===== src/rtl/alu_flag_pkg.sv =====
package alu_flag_pkg;

   localparam int FLAG_W = 16;

   // bit positions inside the flag word
   localparam int F_CARRY = 0;
   localparam int F_PAR   = 2;
   localparam int F_AUX   = 4;
   localparam int F_ZERO  = 6;
   localparam int F_SIGN  = 7;
   localparam int F_TRAP  = 8;
   localparam int F_INTR  = 9;
   localparam int F_DIR   = 10;
   localparam int F_OVF   = 11;

   localparam logic [FLAG_W-1:0] IMPL_MASK =
      (FLAG_W'(1) << F_CARRY) | (FLAG_W'(1) << F_PAR) | (FLAG_W'(1) << F_AUX) |
      (FLAG_W'(1) << F_ZERO)  | (FLAG_W'(1) << F_SIGN) | (FLAG_W'(1) << F_TRAP) |
      (FLAG_W'(1) << F_INTR)  | (FLAG_W'(1) << F_DIR)  | (FLAG_W'(1) << F_OVF);

   typedef enum logic [3:0] {
      OP_ADD = 4'd0,
      OP_ADC = 4'd1,
      OP_SUB = 4'd2,
      OP_SBB = 4'd3,
      OP_AND = 4'd4,
      OP_OR  = 4'd5,
      OP_XOR = 4'd6,
      OP_INC = 4'd7,
      OP_DEC = 4'd8
   } alu_op_e;

   typedef enum logic [2:0] {
      CMD_NONE  = 3'd0,
      CMD_SET_C = 3'd1,
      CMD_CLR_C = 3'd2,
      CMD_SET_I = 3'd3,
      CMD_CLR_I = 3'd4,
      CMD_SET_D = 3'd5,
      CMD_CLR_D = 3'd6,
      CMD_LOAD  = 3'd7
   } flag_cmd_e;

endpackage


===== src/rtl/alu_datapath.sv =====
module alu_datapath
   import alu_flag_pkg::*;
#(
   parameter int DATA_W = 16
) (
   input  logic [DATA_W-1:0] a,
   input  logic [DATA_W-1:0] b,
   input  logic [3:0]        op,
   input  logic              byte_mode,
   input  logic              carry_in,
   output logic [DATA_W-1:0] result,
   output logic [FLAG_W-1:0] stat_val,
   output logic [FLAG_W-1:0] stat_we
);

   localparam int BYTE_W = DATA_W / 2;
   localparam int NIB_W  = BYTE_W / 2;
   localparam int PAR_W  = (BYTE_W < 8) ? BYTE_W : 8;

   localparam logic [FLAG_W-1:0] PZS_MASK =
      (FLAG_W'(1) << F_PAR) | (FLAG_W'(1) << F_ZERO) | (FLAG_W'(1) << F_SIGN);
   localparam logic [FLAG_W-1:0] ARITH_MASK =
      PZS_MASK | (FLAG_W'(1) << F_CARRY) | (FLAG_W'(1) << F_AUX) | (FLAG_W'(1) << F_OVF);
   localparam logic [FLAG_W-1:0] LOGIC_MASK =
      PZS_MASK | (FLAG_W'(1) << F_CARRY) | (FLAG_W'(1) << F_OVF);
   localparam logic [FLAG_W-1:0] STEP_MASK =
      PZS_MASK | (FLAG_W'(1) << F_AUX) | (FLAG_W'(1) << F_OVF);

   alu_op_e             op_e;
   logic                is_sub;
   logic                is_arith;
   logic                is_logic;
   logic                cin_raw;
   logic                cin_eff;
   logic [DATA_W-1:0]   b_sel;
   logic [DATA_W-1:0]   b_eff;
   logic [DATA_W:0]     sum_w;
   logic [BYTE_W:0]     sum_b;
   logic [NIB_W:0]      sum_n;
   logic [DATA_W-1:0]   arith_res;
   logic [DATA_W-1:0]   logic_res;
   logic [DATA_W-1:0]   lane_mask;
   logic                cout;
   logic                a_msb;
   logic                b_msb;
   logic                r_msb;

   assign op_e = alu_op_e'(op);

   always_comb begin
      is_sub   = 1'b0;
      is_arith = 1'b0;
      is_logic = 1'b0;
      cin_raw  = 1'b0;
      b_sel    = b;
      unique case (op_e)
         OP_ADD: is_arith = 1'b1;
         OP_ADC: begin is_arith = 1'b1; cin_raw = carry_in; end
         OP_SUB: begin is_arith = 1'b1; is_sub = 1'b1; end
         OP_SBB: begin is_arith = 1'b1; is_sub = 1'b1; cin_raw = carry_in; end
         OP_AND, OP_OR, OP_XOR: is_logic = 1'b1;
         OP_INC: b_sel = DATA_W'(1);
         OP_DEC: begin is_sub = 1'b1; b_sel = DATA_W'(1); end
         default: ;
      endcase
   end

   // subtraction is addition of the inverted operand with inverted borrow
   assign b_eff   = is_sub ? ~b_sel : b_sel;
   assign cin_eff = is_sub ? ~cin_raw : cin_raw;

   assign sum_w = {1'b0, a} + {1'b0, b_eff} + (DATA_W+1)'(cin_eff);
   assign sum_b = {1'b0, a[BYTE_W-1:0]} + {1'b0, b_eff[BYTE_W-1:0]} + (BYTE_W+1)'(cin_eff);
   assign sum_n = {1'b0, a[NIB_W-1:0]} + {1'b0, b_eff[NIB_W-1:0]} + (NIB_W+1)'(cin_eff);

   assign lane_mask = byte_mode ? {{(DATA_W-BYTE_W){1'b0}}, {BYTE_W{1'b1}}} : {DATA_W{1'b1}};
   assign arith_res = byte_mode ? {{(DATA_W-BYTE_W){1'b0}}, sum_b[BYTE_W-1:0]}
                                : sum_w[DATA_W-1:0];
   assign cout      = byte_mode ? sum_b[BYTE_W] : sum_w[DATA_W];
   assign a_msb     = byte_mode ? a[BYTE_W-1]     : a[DATA_W-1];
   assign b_msb     = byte_mode ? b_eff[BYTE_W-1] : b_eff[DATA_W-1];

   always_comb begin
      unique case (op_e)
         OP_AND:  logic_res = a & b;
         OP_OR:   logic_res = a | b;
         OP_XOR:  logic_res = a ^ b;
         default: logic_res = '0;
      endcase
   end

   always_comb begin
      if (is_logic)
         result = logic_res & lane_mask;
      else if (is_arith || op_e == OP_INC || op_e == OP_DEC)
         result = arith_res;
      else
         result = '0;
   end

   assign r_msb = byte_mode ? result[BYTE_W-1] : result[DATA_W-1];

   always_comb begin
      stat_val          = '0;
      stat_val[F_CARRY] = is_logic ? 1'b0 : (cout ^ is_sub);
      stat_val[F_AUX]   = sum_n[NIB_W] ^ is_sub;
      stat_val[F_OVF]   = is_logic ? 1'b0 : ((a_msb == b_msb) && (r_msb != a_msb));
      stat_val[F_PAR]   = ~^result[PAR_W-1:0];
      stat_val[F_ZERO]  = ~|result;
      stat_val[F_SIGN]  = r_msb;
      if (is_arith)
         stat_we = ARITH_MASK;
      else if (is_logic)
         stat_we = LOGIC_MASK;
      else if (op_e == OP_INC || op_e == OP_DEC)
         stat_we = STEP_MASK;
      else
         stat_we = '0;
   end

endmodule


===== src/rtl/alu_flag_reg.sv =====
module alu_flag_reg
   import alu_flag_pkg::*;
#(
   parameter logic [FLAG_W-1:0] RSVD_VAL = 16'h0002
) (
   input  logic              clk,
   input  logic              rst_n,
   input  logic              upd_en,
   input  logic [FLAG_W-1:0] stat_val,
   input  logic [FLAG_W-1:0] stat_we,
   input  logic [2:0]        cmd,
   input  logic [FLAG_W-1:0] load_val,
   output logic [FLAG_W-1:0] flags
);

   flag_cmd_e         cmd_e;
   logic [FLAG_W-1:0] set_m;
   logic [FLAG_W-1:0] clr_m;
   logic              do_load;

   assign cmd_e   = flag_cmd_e'(cmd);
   assign do_load = (cmd_e == CMD_LOAD);

   always_comb begin
      set_m = '0;
      clr_m = '0;
      unique case (cmd_e)
         CMD_SET_C: set_m[F_CARRY] = 1'b1;
         CMD_CLR_C: clr_m[F_CARRY] = 1'b1;
         CMD_SET_I: set_m[F_INTR]  = 1'b1;
         CMD_CLR_I: clr_m[F_INTR]  = 1'b1;
         CMD_SET_D: set_m[F_DIR]   = 1'b1;
         CMD_CLR_D: clr_m[F_DIR]   = 1'b1;
         default: ;
      endcase
   end

   for (genvar i = 0; i < FLAG_W; i++) begin : g_bit
      if (IMPL_MASK[i]) begin : g_impl
         logic q;
         always_ff @(posedge clk) begin
            if (!rst_n)
               q <= 1'b0;
            else if (do_load)
               q <= load_val[i];
            else if (set_m[i])
               q <= 1'b1;
            else if (clr_m[i])
               q <= 1'b0;
            else if (upd_en && stat_we[i])
               q <= stat_val[i];
         end
         assign flags[i] = q;
      end else begin : g_fixed
         assign flags[i] = RSVD_VAL[i];
      end
   end


   ctrl_hold_chk: assert property (@(posedge clk) disable iff (!rst_n)
      (cmd_e == CMD_NONE) |=> $stable(flags[F_DIR:F_TRAP]));


   full_load_chk: assert property (@(posedge clk) disable iff (!rst_n)
      do_load |=> ((flags & IMPL_MASK) == ($past(load_val) & IMPL_MASK)));

endmodule


===== src/rtl/alu_flagunit.sv =====
module alu_flagunit
   import alu_flag_pkg::*;
#(
   parameter int                DATA_W   = 16,
   parameter logic [FLAG_W-1:0] RSVD_VAL = 16'h0002
) (
   input  logic              clk,
   input  logic              rst_n,
   input  logic [DATA_W-1:0] op_a,
   input  logic [DATA_W-1:0] op_b,
   input  logic [3:0]        op_code,
   input  logic              byte_mode,
   input  logic              stat_upd_en,
   input  logic [2:0]        flag_cmd,
   input  logic [FLAG_W-1:0] flag_load,
   output logic [DATA_W-1:0] result,
   output logic [FLAG_W-1:0] flags
);

   localparam int BYTE_W = DATA_W / 2;

   if ((DATA_W % 4) != 0 || DATA_W < 8) begin : g_bad_width
      $error("alu_flagunit: DATA_W must be a multiple of 4 and at least 8");
   end

   logic [FLAG_W-1:0] stat_val;
   logic [FLAG_W-1:0] stat_we;

   alu_datapath #(.DATA_W(DATA_W)) u_dp (
      .a         (op_a),
      .b         (op_b),
      .op        (op_code),
      .byte_mode (byte_mode),
      .carry_in  (flags[F_CARRY]),
      .result    (result),
      .stat_val  (stat_val),
      .stat_we   (stat_we)
   );

   alu_flag_reg #(.RSVD_VAL(RSVD_VAL)) u_fr (
      .clk      (clk),
      .rst_n    (rst_n),
      .upd_en   (stat_upd_en),
      .stat_val (stat_val),
      .stat_we  (stat_we),
      .cmd      (flag_cmd),
      .load_val (flag_load),
      .flags    (flags)
   );

   logic plain_upd;
   assign plain_upd = stat_upd_en && (flag_cmd == 3'd0) && (op_code <= 4'd8);


   zero_flag_chk: assert property (@(posedge clk) disable iff (!rst_n)
      plain_upd |=> (flags[F_ZERO] == ($past(result) == '0)));


   sign_flag_chk: assert property (@(posedge clk) disable iff (!rst_n)
      plain_upd |=> (flags[F_SIGN] ==
         ($past(byte_mode) ? $past(result[BYTE_W-1]) : $past(result[DATA_W-1]))));


   parity_flag_chk: assert property (@(posedge clk) disable iff (!rst_n)
      plain_upd |=> (flags[F_PAR] == ~^$past(result[7:0])));


   logic_clr_chk: assert property (@(posedge clk) disable iff (!rst_n)
      (plain_upd && op_code >= 4'd4 && op_code <= 4'd6)
      |=> (!flags[F_CARRY] && !flags[F_OVF] && $stable(flags[F_AUX])));


   step_carry_chk: assert property (@(posedge clk) disable iff (!rst_n)
      (plain_upd && (op_code == 4'd7 || op_code == 4'd8)) |=> $stable(flags[F_CARRY]));


   idle_hold_chk: assert property (@(posedge clk) disable iff (!rst_n)
      (!stat_upd_en && flag_cmd == 3'd0) |=> $stable(flags));


   byte_upper_chk: assert property (@(posedge clk) disable iff (!rst_n)
      byte_mode |-> (result[DATA_W-1:BYTE_W] == '0));

endmodule


===== config.mk =====
export PLATFORM = sky130hd
export DESIGN_NAME = alu_flagunit
export DESIGN_NICKNAME = d
export VERILOG_FILES = /design/src/rtl/alu_flag_pkg.sv /design/src/rtl/alu_datapath.sv /design/src/rtl/alu_flag_reg.sv /design/src/rtl/alu_flagunit.sv
export SDC_FILE = /design/constraint.sdc
export NUM_CORES = 1
export LEC_CHECK = 0
export ABC_AREA = 1
export BUFFER_PORTS_ARGS = -buffer_cell sky130_fd_sc_hd__buf_2
export CORE_ASPECT_RATIO = 1.2
export CORE_MARGIN = 2
export CORE_UTILIZATION = 55
export CTS_CLUSTER_SIZE = 10
export DETAILED_ROUTE_END_ITERATION = 7
export GPL_TIMING_DRIVEN = 1
export PLACE_DENSITY = 0.92
export SKIP_LAST_GASP = 1
export SYNTH_ARGS = -nofsm -noshare
export SYNTH_HDL_FRONTEND = slang
export SYNTH_SLANG_ARGS = --single-unit

===== constraint.sdc =====
create_clock -name clk -period 11.2 [get_ports clk]
set_input_delay 3.36 -clock clk [delete_from_list [all_inputs] [get_ports clk]]
set_output_delay 3.36 -clock clk [all_outputs]
set_load 0.005 [all_outputs]

==> flow_metrics.tcl <==
set metrics [dict create \
    fmax_ghz 0.0989 \
    insertion_delay_ps 240 \
    max-vdd-ir-drop_mv 0.0362 \
    dieWidth_um 72.0 \
    power_density_mw_per_mm2 76.0 \
    cts.repair.resized 0 \
    ys_seq_area_frac 0.0591 \
    area_growth_pct 11.9 \
    power_mw 0.260 \
    viasPerCell 5.54 \
    initial_core_util 0.572 \
    track_usage 0.272 \
    cts_root_buf "clkbuf_8" \
    grt_pass1_vias 3296 \
    postSynthAreaPerCell_um2 6.00 \
    cts_buffer_depth 2 \
    drc 0 \
    grt_overflow 0 \
    drt_iter0_markers 190 \
    fin_skew_ps 4.80 \
    largest-register "u_fr.g_bit.g_impl.q" \
    path_clk_slew_ps 50 \
    slew_headroom 0.466 \
    first_pass_iters 5 \
    p_leak_nw 2.05 \
    slew_viol_final 0 \
    largest_reg_flops 9 \
    row_count 29 \
    clkSinkCount 9 \
    die_y_um 85.6 \
    cts_buffers 3 \
    final_nets 684 \
    ctsHoldBuffers 0 \
    reg_top3 "u_fr.g_bit.g_impl.q x9" \
    routed-via-count 3508 \
    grt_pass1_wl_um 13700 \
    async_reset_ff_frac 0 \
    core_mm2 0.00533 \
    cp_max_fo 16 \
    cp-start-kind "input pin" \
    synthTopCellsByArea "ha_1 (21%), nand2_1 (17%), inv_1 (11%)" \
    io_buffers 76 \
    outcome "finished clean" \
    synth_edf_count 0 \
    gp_congestion 0.906 \
    synth_top_area_frac 0.209 \
    postSynthCellCount 508 \
    crit_arrival_ps 6750 \
    grt_max_degree 17 \
    rsz0062_at_grt "false" \
    path_class "input pin to primary output" \
    period_share 0.903 \
    end_kind "primary output" \
    grt_antenna_before_repair 0 \
    synth_top_area_cell "ha_1" \
    required_ps 7840 \
    yosys_warnings 0 \
    cts_tree "done" \
    die-area_mm2 0.00616 \
    hpwl_um 6830 \
    drive_above_1_share 0.189 \
    htree_levels 1 \
    wirelength_um 8510 \
    fin_tns_setup_ps 0 \
    hold_path.class "flip-flop to flip-flop" \
    ys.flop_type "dfxtp_1" \
    setup_viol 0 \
    diodes 0 \
    synthTopCellsByCount "nand2_1 (136), inv_1 (86), ha_1 (51), nand3_1 (35), nor2_1 (34)" \
    nFillCells 500 \
    cap_violations 0 \
    post-synth-top-count-cell "nand2_1" \
    worstMarginPinSlew_ps 801 \
    period_needed_ps 10110 \
    synth-seq-cells 9 \
    wl_per_cell_um 13.4 \
    postRouteAntennaNets 0 \
    synth_area_mm2 0.00305 \
    finalHoldViolations 0 \
    post_cts_buffers 0 \
    num_io_pins 91 \
    yosysUniqueCellTypes 42 \
]
==> worst max-delay path, cell delays in order <==
cell      delay, ps
buf_2           150
inv_2            50
nand2_2         100
inv_2            80
a21oi_4         460
nand2_1         130
nand2_1          80
o21ai_0         120
fa_1            500
fa_1            470
nand3_1         100
nand3_1         250
xor2_1          230
a221oi_1        470
inv_1            70
buf_2           140
==> worst paths after layout <==
check	start	end	slack [ps]	cells after the start
worst min register to register	u_fr.g_bit[9].g_impl.q	u_fr.g_bit[9].g_impl.q	480	2
worst min-delay path	u_fr.g_bit[9].g_impl.q	u_fr.g_bit[9].g_impl.q	480	2
worst max register to register	u_fr.g_bit[0].g_impl.q	u_fr.g_bit[6].g_impl.q	7460	17
worst max-delay path	op_code[3]	result[4]	1090	16
==> routing by layer <==
metal	global-route usage	vias to the layer above	routed length (um)
li1	-	1730	-
met4	0.113	0	213
met1	0.297	1619	3330
met3	0.0282	19	570
met2	0.523	140	4390
met5	0	-	0
==> area by class of cell <==
type / instances / area (um^2) / area share
inverters: 93 / 352 / 0.103
clock buffers: 4 / 45.0 / 0.0132
flip-flops and latches: 9 / 180 / 0.0528
well taps: 62 / 77.6 / 0.0227
multi-input cells: 389 / 2380 / 0.697
repair buffers: 76 / 380 / 0.111
==> cell usage in the layout (no fill, tap or decap), types with 2 or more instances in the layout <==
| master | n |
|---|---|
| nand2_1 | 136 |
| inv_1 | 86 |
| buf_2 | 76 |
| ha_1 | 51 |
| nand3_1 | 35 |
| nor2_1 | 34 |
| a21oi_1 | 23 |
| o21ai_0 | 18 |
| xor2_1 | 16 |
| dfxtp_1 | 9 |
| nand4_1 | 7 |
| o211ai_1 | 7 |
| conb_1 | 7 |
| a221oi_1 | 6 |
| inv_2 | 5 |
| or2_2 | 5 |
| nand2_2 | 4 |
| nor3_1 | 4 |
| nor2_2 | 4 |
| nand3b_1 | 4 |
| nor2_4 | 3 |
| nand3_2 | 3 |
| a22o_1 | 3 |
| clkbuf_8 | 3 |
| xnor2_1 | 2 |
| a31oi_1 | 2 |
| a21o_1 | 2 |
| and2_1 | 2 |
| fa_1 | 2 |
==> kinds of logic after synthesis <==
group                      count (synthesis)  share of synthesized area
other                                      2                    0.00246
and+or+nand+nor                          241                      0.349
adders and majority gates                 53                      0.222
DFF                                        9                     0.0591
xor gates and xnor gates                  19                     0.0570
AOI/OAI and AO/OA                         69                      0.143
buffers and inverters                    115                      0.167
==> stage by stage <==
step	instances	util	hold slack, ps	area (um^2)	setup WS, ps
floorplan	513	-	460	3070	1910
CTS	633	0.640	476	3410	1180
global route	633	0.640	498	3410	884
global placement	629	0.632	466	3370	1260
finish	633	0.640	479	3410	1090
detailed placement	629	0.632	469	3370	1200
==> where the power goes <==
group,internal (mW),switching [mW],leakage [nW]
clock,0.0248,0.0133,0.0228
sequential,0.0349,0.00135,0.0739
combinational,0.0715,0.114,1.95
total,0.131,0.128,2.05
Note: power is estimated with default switching activity, not from simulation.
